**src/rtl/dma_win_pkg.sv**
```systemverilog
package dma_win_pkg;
  localparam int ADDR_W = 32;
  localparam int PG_W   = 13;

  typedef enum logic {XL_IDLE, XL_WAIT} xl_state_e;
endpackage

```
**src/rtl/dma_win_match.sv**
```systemverilog
module dma_win_match #(
  parameter int NWIN = 4,
  parameter int CW   = 12,
  localparam int SW  = $clog2(NWIN)
) (
  input  logic [NWIN-1:0]    en,
  input  logic [NWIN*CW-1:0] base,
  input  logic [NWIN*CW-1:0] mask,
  input  logic [CW-1:0]      addr_hi,
  output logic               any,
  output logic [SW-1:0]      sel
);
  logic [NWIN-1:0] hits;

  // one comparator per window
  for (genvar g = 0; g < NWIN; g++) begin : g_cmp
    assign hits[g] = en[g] &&
      (((addr_hi ^ base[g*CW +: CW]) & ~mask[g*CW +: CW]) == '0);
  end

  // lowest index wins
  always_comb begin
    any = 1'b0;
    sel = '0;
    for (int i = NWIN - 1; i >= 0; i--) begin
      if (hits[i]) begin
        any = 1'b1;
        sel = SW'(i);
      end
    end
  end
endmodule

```
**src/rtl/dma_win_tlb.sv**
```systemverilog
module dma_win_tlb #(
  parameter int N     = 8,
  parameter int TAG_W = 19,
  parameter int PPN_W = 21,
  localparam int IW   = $clog2(N)
) (
  input  logic             clk,
  input  logic             rst_n,
  input  logic [TAG_W-1:0] lk_tag,
  output logic             lk_hit,
  output logic [PPN_W-1:0] lk_ppn,
  input  logic             inv_all,
  input  logic             wr_en,
  input  logic [TAG_W-1:0] wr_tag,
  input  logic [PPN_W-1:0] wr_ppn,
  input  logic             wr_lock,
  output logic             vic_ok,
  output logic [IW-1:0]    vic_idx,
  output logic [N-1:0]     ent_valid,
  output logic [N-1:0]     ent_lock
);
  logic [TAG_W-1:0] tag_q [N];
  logic [PPN_W-1:0] ppn_q [N];
  logic [N-1:0]     hit_vec;
  logic [IW-1:0]    ptr;

  for (genvar g = 0; g < N; g++) begin : g_cam
    assign hit_vec[g] = ent_valid[g] && (tag_q[g] == lk_tag);
  end

  always_comb begin
    lk_hit = |hit_vec;
    lk_ppn = '0;
    for (int i = 0; i < N; i++) begin
      if (hit_vec[i]) lk_ppn = ppn_q[i];
    end
  end

  // rotating search for the first unlocked slot
  always_comb begin
    vic_ok  = 1'b0;
    vic_idx = '0;
    for (int k = 0; k < N; k++) begin
      int j;
      j = int'(ptr) + k;
      if (j >= N) j = j - N;
      if (!vic_ok && !ent_lock[j]) begin
        vic_ok  = 1'b1;
        vic_idx = IW'(j);
      end
    end
  end

  always_ff @(posedge clk) begin
    if (!rst_n) begin
      ent_valid <= '0;
      ent_lock  <= '0;
      ptr       <= '0;
    end else begin
      if (inv_all) ent_valid <= ent_valid & ent_lock;
      if (wr_en) begin
        ent_valid[vic_idx] <= 1'b1;
        ent_lock[vic_idx]  <= wr_lock;
        ptr <= (int'(vic_idx) == N - 1) ? '0 : vic_idx + 1'b1;
      end
    end
  end

  always_ff @(posedge clk) begin
    if (wr_en) begin
      tag_q[vic_idx] <= wr_tag;
      ppn_q[vic_idx] <= wr_ppn;
    end
  end
endmodule

```
**src/rtl/dma_win_xlate.sv**
```systemverilog
module dma_win_xlate
  import dma_win_pkg::*;
#(
  parameter int NWIN   = 4,
  parameter int TLB_N  = 8,
  parameter int PA_W   = 34,
  parameter int CMP_LO = 20,
  localparam int CW    = ADDR_W - CMP_LO,
  localparam int TAG_W = ADDR_W - PG_W,
  localparam int PPN_W = PA_W - PG_W,
  localparam int SW    = $clog2(NWIN),
  localparam int TIW   = $clog2(TLB_N)
) (
  input  logic                 clk,
  input  logic                 rst_n,
  input  logic [NWIN-1:0]      cfg_en,
  input  logic [NWIN-1:0]      cfg_sg,
  input  logic [NWIN*CW-1:0]   cfg_base,
  input  logic [NWIN*CW-1:0]   cfg_mask,
  input  logic [NWIN*PA_W-1:0] cfg_tbase,
  input  logic                 req_valid,
  input  logic [ADDR_W-1:0]    req_addr,
  input  logic                 req_lock,
  output logic                 req_ready,
  output logic                 rsp_valid,
  output logic                 rsp_hit,
  output logic                 rsp_err,
  output logic [PA_W-1:0]      rsp_pa,
  output logic                 fetch_valid,
  output logic [PA_W-1:0]      fetch_addr,
  input  logic                 fill_valid,
  input  logic [PPN_W:0]       fill_data,
  input  logic                 inv_all
);
  // ---------------- arithmetic helpers ----------------
  function automatic logic [ADDR_W-1:0] offset_mask(input logic [CW-1:0] m);
    return {m, {CMP_LO{1'b1}}};
  endfunction

  function automatic logic [PA_W-1:0] direct_xlate(input logic [ADDR_W-1:0] a,
      input logic [ADDR_W-1:0] om, input logic [PA_W-1:0] tb);
    return (tb & ~PA_W'(om)) | PA_W'(a & om);
  endfunction

  function automatic logic [TAG_W-1:0] sg_index(input logic [ADDR_W-1:0] a,
      input logic [ADDR_W-1:0] om);
    return TAG_W'((a & om) >> PG_W);
  endfunction

  function automatic logic [PA_W-1:0] map_addr(input logic [PA_W-1:0] tb,
      input logic [TAG_W-1:0] idx);
    return tb + (PA_W'(idx) << 3);
  endfunction

  function automatic logic [PA_W-1:0] sg_xlate(input logic [PPN_W-1:0] ppn,
      input logic [ADDR_W-1:0] a);
    return {ppn, a[PG_W-1:0]};
  endfunction

  // ---------------- window select ----------------
  logic            win_any;
  logic [SW-1:0]   win_sel;
  logic            sel_sg;
  logic [CW-1:0]   sel_mask;
  logic [PA_W-1:0] sel_tbase;

  dma_win_match #(.NWIN(NWIN), .CW(CW)) u_match (
    .en(cfg_en), .base(cfg_base), .mask(cfg_mask),
    .addr_hi(req_addr[ADDR_W-1:CMP_LO]), .any(win_any), .sel(win_sel)
  );

  always_comb begin
    sel_sg    = cfg_sg[win_sel];
    sel_mask  = cfg_mask[int'(win_sel)*CW +: CW];
    sel_tbase = cfg_tbase[int'(win_sel)*PA_W +: PA_W];
  end

  logic [ADDR_W-1:0] omask;
  logic [PA_W-1:0]   dir_pa;
  logic [PA_W-1:0]   map_pa;
  assign omask  = offset_mask(sel_mask);
  assign dir_pa = direct_xlate(req_addr, omask, sel_tbase);
  assign map_pa = map_addr(sel_tbase, sg_index(req_addr, omask));

  // ---------------- control state ----------------
  xl_state_e         st;
  logic [ADDR_W-1:0] hold_addr;
  logic              hold_lock;
  logic [PA_W-1:0]   hold_map;

  // named events for the checker
  logic             accept, go_miss, fill_take, fill_vbit, fill_write;
  logic             lk_hit, vic_ok;
  logic [PPN_W-1:0] lk_ppn, fill_ppn;
  logic [TIW-1:0]   vic_idx;
  logic [TLB_N-1:0] ent_valid, ent_lock;

  assign req_ready   = (st == XL_IDLE);
  assign fetch_valid = (st == XL_WAIT);
  assign fetch_addr  = hold_map;
  assign accept      = req_valid && req_ready;
  assign go_miss     = accept && win_any && sel_sg && !lk_hit;
  assign fill_take   = fetch_valid && fill_valid;
  assign fill_vbit   = fill_data[0];
  assign fill_ppn    = fill_data[PPN_W:1];
  assign fill_write  = fill_take && fill_vbit && vic_ok;

  dma_win_tlb #(.N(TLB_N), .TAG_W(TAG_W), .PPN_W(PPN_W)) u_tlb (
    .clk(clk), .rst_n(rst_n),
    .lk_tag(req_addr[ADDR_W-1:PG_W]), .lk_hit(lk_hit), .lk_ppn(lk_ppn),
    .inv_all(inv_all),
    .wr_en(fill_write), .wr_tag(hold_addr[ADDR_W-1:PG_W]),
    .wr_ppn(fill_ppn), .wr_lock(hold_lock),
    .vic_ok(vic_ok), .vic_idx(vic_idx),
    .ent_valid(ent_valid), .ent_lock(ent_lock)
  );

  always_ff @(posedge clk) begin
    if (!rst_n) begin
      st        <= XL_IDLE;
      hold_addr <= '0;
      hold_lock <= 1'b0;
      hold_map  <= '0;
      rsp_valid <= 1'b0;
      rsp_hit   <= 1'b0;
      rsp_err   <= 1'b0;
      rsp_pa    <= '0;
    end else begin
      rsp_valid <= 1'b0;
      if (accept) begin
        if (go_miss) begin
          st        <= XL_WAIT;
          hold_addr <= req_addr;
          hold_lock <= req_lock;
          hold_map  <= map_pa;
        end else begin
          rsp_valid <= 1'b1;
          rsp_hit   <= win_any;
          rsp_err   <= 1'b0;
          if (!win_any)    rsp_pa <= '0;
          else if (sel_sg) rsp_pa <= sg_xlate(lk_ppn, req_addr);
          else             rsp_pa <= dir_pa;
        end
      end else if (fill_take) begin
        st        <= XL_IDLE;
        rsp_valid <= 1'b1;
        rsp_hit   <= 1'b1;
        rsp_err   <= !fill_vbit;
        rsp_pa    <= fill_vbit ? sg_xlate(fill_ppn, hold_addr) : '0;
      end
    end
  end
endmodule

```
**config.mk**
```make
export PLATFORM = sky130hd
export DESIGN_NAME = dma_win_xlate
export DESIGN_NICKNAME = d
export VERILOG_FILES = /design/src/rtl/dma_win_pkg.sv /design/src/rtl/dma_win_match.sv /design/src/rtl/dma_win_tlb.sv /design/src/rtl/dma_win_xlate.sv
export SDC_FILE = /design/constraint.sdc
export NUM_CORES = 1
export LEC_CHECK = 0
export ABC_AREA = 1
export BUFFER_PORTS_ARGS = -buffer_cell sky130_fd_sc_hd__buf_4
export CAP_MARGIN = 20
export CORE_ASPECT_RATIO = 1.1
export CORE_MARGIN = 5
export CORE_UTILIZATION = 32
export DETAILED_ROUTE_END_ITERATION = 10
export PLACE_DENSITY = 0.5
export SYNTH_ARGS = -nofsm -noshare
export SYNTH_HDL_FRONTEND = slang
export SYNTH_HIERARCHICAL = 1
export SYNTH_SLANG_ARGS = --single-unit
```
**constraint.sdc**
```tcl
create_clock -name clk -period 13.3 [get_ports clk]
set_input_delay 2.66 -clock clk [delete_from_list [all_inputs] [get_ports clk]]
set_output_delay 2.66 -clock clk [all_outputs]
set_load 0.005 [all_outputs]
```
==> results of run 1 <==
==> metal layers <==
metal	vias to the layer above	GRT usage, %	share of wire, %
li1	10160	-	-
met1	9951	28.21	40
met2	810	38.66	49
met3	153	4.415	6.9
met4	0	8.183	4.2
met5	-	0	0
==> worst max-delay path: stages <==
cell and delay (ns):
buf_4 0.24, inv_1 0.16, a21oi_1 0.19, o21ai_1 0.09
nand2_1 0.07, inv_1 0.05, nand4_1 0.15, nand2_1 0.15
nor2_4 0.37, buf_4 0.46, inv_2 0.08, buf_4 0.31
a32oi_1 0.76, inv_1 0.14, fa_1 0.45, inv_1 0.11
nand3_1 0.07, nand3_1 0.15, nand2_1 0.08, nand2_1 0.15
nand2_1 0.07, nand2_1 0.14, nand2_1 0.09, nand2_1 0.15
a21oi_1 0.09, nor2_1 0.18, nor2_1 0.06
==> cells in the final DEF (no fill, tap or decap), drive strengths merged, types with 25 or more instances in the layout <==
master,n
nor2,319
dfxtp,124
o22ai,46
a221oi,25
a21oi,188
clkbuf,66
nand3,165
nand2,845
buf,394
o21ai,187
inv,265
xnor2,34
edfxtp,320
==> registers in the layout, summed over array words and instances, names as in the netlist <==
register         flops
rsp_hit              1
hold_addr           32
u_tlb/ent_valid      8
rsp_valid            1
fetch_valid          1
u_tlb/ent_lock       8
fetch_addr          34
u_tlb/ppn_q        168
u_tlb/tag_q        152
rsp_pa              34
rsp_err              1
hold_lock            1
u_tlb/ptr            3
==> area by class of cell <==
class / count / area (um2)
fillers: 7434 / 44390
flip-flops and latches: 444 / 12090
multi-input cells: 2008 / 9762
repair buffers: 394 / 2958
clock buffers: 66 / 1350
well taps: 954 / 1194
inverters: 269 / 1022
clock inverters: 22 / 230.2
==> power breakdown <==
group | leakage [nW] | internal [W] | switching [W] | total, W
logic | 7.62 | 0.000140 | 0.000232 | 0.000371
registers | 3.69 | 0.00148 | 0.0000116 | 0.00150
clock network | 0.766 | 0.000788 | 0.000566 | 0.00135
==> metrics by stage <==
| step | instances | hold slack [ns] | instance area [um2] |
|---|---|---|---|
| after floorplan | 2840 | 0.4435 | 23480 |
| after global placement | 4069 | 0.4532 | 27030 |
| after detailed placement | 4069 | 0.4573 | 27030 |
| after CTS | 4157 | 0.4669 | 28610 |
| after global routing | 4157 | 0.4906 | 28610 |
| final | 4157 | 0.4658 | 28610 |
==> how the worst max path moves through the flow <==
stage / slack (ns) / startpoint / endpoint
2_1_floorplan: 7.15 / req_addr[22] / fetch_addr[27]$_SDFFE_PN0P_
3_3_place_gp: 5.65 / req_addr[28] / fetch_addr[31]$_SDFFE_PN0P_
3_5_place_dp: 5.49 / req_addr[30] / fetch_addr[31]$_SDFFE_PN0P_
4_1_cts: 6.14 / req_addr[30] / fetch_addr[31]$_SDFFE_PN0P_
5_1_grt: 5.83 / req_addr[30] / fetch_addr[31]$_SDFFE_PN0P_
6_report: 6.06 / req_addr[30] / fetch_addr[31]$_SDFFE_PN0P_
==> impl_metrics.csv, run 1 <==
group,metric,value,unit
timing,tightest_slew,0.9127,ns
floorplan,chipHeight,294.1,um
critical_path,r2r_start,"u_tlb/ptr[1]$_SDFFE_PN0P_",
clock_network,cts_buffer_depth,3,
final_layout,final_nets,3487,
grt,antenna_found_initial,1,
critical_path,ff2ff_setup_slack,8.57,ns
final_layout,syn_to_final_growth,21.83,%
floorplan,row_count,104,
drt,routed_wl,91750,um
timing,hold_viol,0,
timing,fin_crit,7.242,ns
pwr,power.leakage,12.07,nW
clock_network,htree_num_levels,2,
synthesis,yosysWarnings,6,
clock_network,hold_buffers,0,
critical_path,cp.required,13.77,ns
critical_path,arrival,7.71,ns
critical_path,cp_max_fo,48,
timing,clock-skew-final,0.02209,ns
drt,drc,0,
clock_network,tritoncts,"done",
critical_path,crit_path_start_kind,"input pin",
floorplan,io_pins,373,
hold_path,whs_path_depth,2,
synthesis,synth_fp_nets,3163,
place,place.gp.congestion,0.9105,
drt,dr.pass1.iters,5,
timing,relSlewSlack,39.16,%
clock_network,clkSinkCount,444,
hold_path,hp-class,"reg2reg",
final_layout,drive_above_1_share,17.98,%
clock_network,cts_root_buf,"clkbuf_16",
timing,fmax,0.1381,GHz
clock_network,cts-buffers-inserted,47,
drt,first_iter_violations,1531,
timing,final-setup-viol-count,0,
final_layout,antenna_cells,0,
timing,fin_setup_tns,0,ns
clock_network,cts_setup_buffers,0,
grt,grt.overflow.total,0,
clock_network,cts_resized,0,
pwr,total_power,0.003221,W
final_layout,final_util,39.19,%
synthesis,syn_avg_cell_area,8.268,um2
floorplan,start_util,32.17,%
pwr,p_per_area,112.6,mW/mm2
hold_path,min_to,"hold_addr[4]$_SDFFE_PN0P_",
clock_network,worstSkewPairLatency,0.59,ns
timing,slew_viol_final,0,
critical_path,reg2reg_to,"u_tlb/ppn_q[1][12]$_DFFE_PP_",
floorplan,die_w,268.3,um
timing,rsz0062_at_grt,"no",
timing,period_share,54.45,%
place,post-dp-hpwl,69070,um
grt,grt.total_usage,22.52,%
critical_path,crit_type,"in2reg",
run_status,status,"complete, no violations",
grt,grt_pass1_vias,20890,
critical_path,ff2ff_path_depth,15,
synthesis,syn_area,0.02348,mm2
floorplan,dieArea,0.07890,mm2
drt,avgRoutedWirePerCell,22.07,um
floorplan,core,0.07300,mm2
timing,setup_ws,6.058,ns
drt,dr_total_vias,21070,
grt,grt_start_max_net_pins,95,
grt,grt_pass1_wl,133600,um
drt,ant_nets,0,
pwr,ir_drop,0.07861,mV
place,portBuffers,372,
clock_network,path_clk_slew,0.06,ns
place,pre_cts_ws,5.486,ns
synthesis,synthCells,2840,
drt,viasPerCell,5.069,
hold_path,holdCritStartpoint,"hold_addr[4]$_SDFFE_PN0P_",
critical_path,cp-end-kind,"flop",
flow_run,drv_cap,0,
Power figures use the tool's default switching activity.
==> inputs of run 2 (changes only) <==
- clock period: 13.3 -> 6.8 ns (I/O delays scaled with it)
==> run 2 against run 1 <==
Flip-flop and latch count is the same. Clock power is 96% higher. Core utilization is 0.11 points higher. Critical path type unchanged. Register-to-register slack worse by 6.4 ns. Global-route usage increased by 0.67 points. Largest power group unchanged. Critical endpoint is now fetch_addr[27]$_SDFFE_PN0P_. Combinational power grew 99%. Clock skew is 0.0024 ns higher. Highest routed layer unchanged.
==> impl_metrics.csv, run 2 (synthesis gave the netlist of run 1 again) <==
group,metric,value,unit
drt,viasPerCell,5.095,
timing,relSlewSlack,25.81,%
clock_network,clkSinkCount,444,
timing,period_share,73.37,%
drt,routed_wl,94320,um
place,placed_cells,4076,
place,pre_cts_ws,1.312,ns
floorplan,row_count,104,
pwr,total_power,0.006300,W
critical_path,arrival,5.48,ns
pwr,ir_drop,0.1481,mV
clock_network,htree_num_levels,2,
floorplan,core,0.07300,mm2
floorplan,die_w,268.3,um
timing,rsz0062_at_grt,"no",
floorplan,dieArea,0.07890,mm2
timing,setup_ws,1.811,ns
timing,slew_viol_final,0,
drt,dr.pass1.iters,5,
critical_path,r2r_start,"u_tlb/ptr[1]$_SDFFE_PN0P_",
timing,tightest_slew,1.110,ns
timing,fin_setup_tns,0,ns
critical_path,crit_type,"in2reg",
final_layout,final_nets,3495,
floorplan,chipHeight,294.1,um
final_layout,fillers,7425,
grt,grt.total_usage,23.19,%
drt,dr_total_vias,21230,
clock_network,tritoncts,"done",
timing,fin_crit,4.989,ns
timing,hold_viol,0,
final_layout,final_cell_mix,"nand2_1 (822), buf_4 (398), edfxtp_1 (320)",
timing,fmax,0.2004,GHz
final_layout,final_common_cell,"nand2_1",
critical_path,crit_path_start_kind,"input pin",
drt,drc,0,
clock_network,cts_setup_buffers,0,
clock_network,cts_root_buf,"clkbuf_16",
pwr,power.leakage,12.11,nW
grt,antenna_found_initial,0,
final_layout,antenna_cells,0,
drt,ant_nets,0,
clock_network,hold_buffers,0,
final_layout,largest_reg_flops,168,
hold_path,hp-class,"reg2reg",
critical_path,cp_max_fo,49,
grt,grt.overflow.total,0,
final_layout,syn_to_final_growth,22.16,%
clock_network,cts_resized,0,
final_layout,largestRegisters,"u_tlb/ppn_q x168, u_tlb/tag_q x152",
final_layout,fin_cells,4166,
place,post-dp-hpwl,70530,um
floorplan,start_util,32.17,%
critical_path,crit_start,"req_addr[28]",
place,postPlaceCellArea,0.02712,mm2
run_status,status,"complete, no violations",
flow_run,drv_cap,0,
grt,grt_start_max_net_pins,97,
drt,first_iter_violations,1536,
clock_network,path_clk_slew,0.06,ns
clock_network,cts_buffer_depth,3,
critical_path,cp-end-kind,"flop",
critical_path,ff2ff_setup_slack,2.16,ns
pwr,p_per_area,219.6,mW/mm2
final_layout,drive_above_1_share,18.03,%
drt,avgRoutedWirePerCell,22.64,um
final_layout,stdcell_area,0.02869,mm2
timing,clock-skew-final,0.02453,ns
final_layout,top_register,"u_tlb/ppn_q",
place,place.gp.congestion,0.8966,
timing,final-setup-viol-count,0,
clock_network,cts-buffers-inserted,48,
floorplan,io_pins,373,
place,portBuffers,372,
critical_path,cp.required,7.29,ns
hold_path,holdCritStartpoint,"hold_addr[2]$_SDFFE_PN0P_",
grt,grt_pass1_wl,137200,um
clock_network,worstSkewPairLatency,0.61,ns
grt,grt_pass1_vias,21460,
run 2: changes by cell type in the layout (fill, tap and decap cells not counted), sizes merged:
cell      previous run  this run
buf                394       401
clkinv              18        11
bufinv               4         3
clkbuf              66        76
inv                265       266
clkinvlp             4         3
run 2: area by class of cell:
| class | instances | area, um2 | share of cell area, % |
|---|---|---|---|
| clock inverters | 14 | 181.4 | 0.6325 |
| flip-flops and latches | 444 | 12090 | 42.15 |
| well taps | 954 | 1194 | 4.161 |
| inverters | 269 | 1022 | 3.564 |
| multi-input cells | 2008 | 9762 | 34.03 |
| repair buffers | 401 | 3048 | 10.63 |
| clock buffers | 76 | 1386 | 4.833 |
run 2: worst paths after layout:
path	endpoint	cells past startpoint
worst max-delay path	fetch_addr[27]$_SDFFE_PN0P_	27
worst min-delay path	hold_addr[2]$_SDFFE_PN0P_	2
worst max register to register	u_tlb/ppn_q[7][13]$_DFFE_PP_	13
worst min register to register	hold_addr[2]$_SDFFE_PN0P_	2
run 2: per-stage QoR:
| stage | utilization (%) | hold WS [ns] |
|---|---|---|
| floorplan | - | 0.4435 |
| global placement | 37.15 | 0.4524 |
| detailed placement | 37.15 | 0.4559 |
| CTS | 39.29 | 0.4651 |
| global route | 39.29 | 0.4865 |
| finish | 39.29 | 0.4638 |
run 2: layer usage:
layer / vias up / wire, um / track usage, %
met5: - / 0 / 0
met4: 0 / 4260 / 9.208
met3: 192 / 6561 / 5.510
met2: 807 / 45820 / 39.99
met1: 10050 / 37680 / 27.95
li1: 10180 / - / -
run 2: critical path, stage by stage:
cell     delay [ns]
buf_4          0.25
inv_1          0.15
a21oi_1        0.17
o21ai_0        0.12
nand2_1        0.10
inv_1          0.05
nand4_1        0.13
nand2_1        0.14
nor2_4         0.14
buf_4          0.46
o21ai_0        0.17
o22ai_1        0.25
ha_1           0.24
inv_1          0.08
fa_1           0.43
inv_1          0.10
nand3_1        0.07
nand3_1        0.14
nand2_1        0.08
nand2_1        0.12
nand2_1        0.08
nand2_1        0.13
nand2_1        0.08
nand2_1        0.14
a21oi_1        0.08
nor2_1         0.13
nor2_1         0.05
run 2: power by group:
part           internal [W]  switching (W)  leakage (nW)  total (W)
Sequential          0.00290      0.0000208          3.69    0.00292
Clock               0.00152        0.00112         0.754    0.00264
Combinational      0.000276       0.000465          7.66   0.000740
Total               0.00470        0.00160          12.1    0.00630
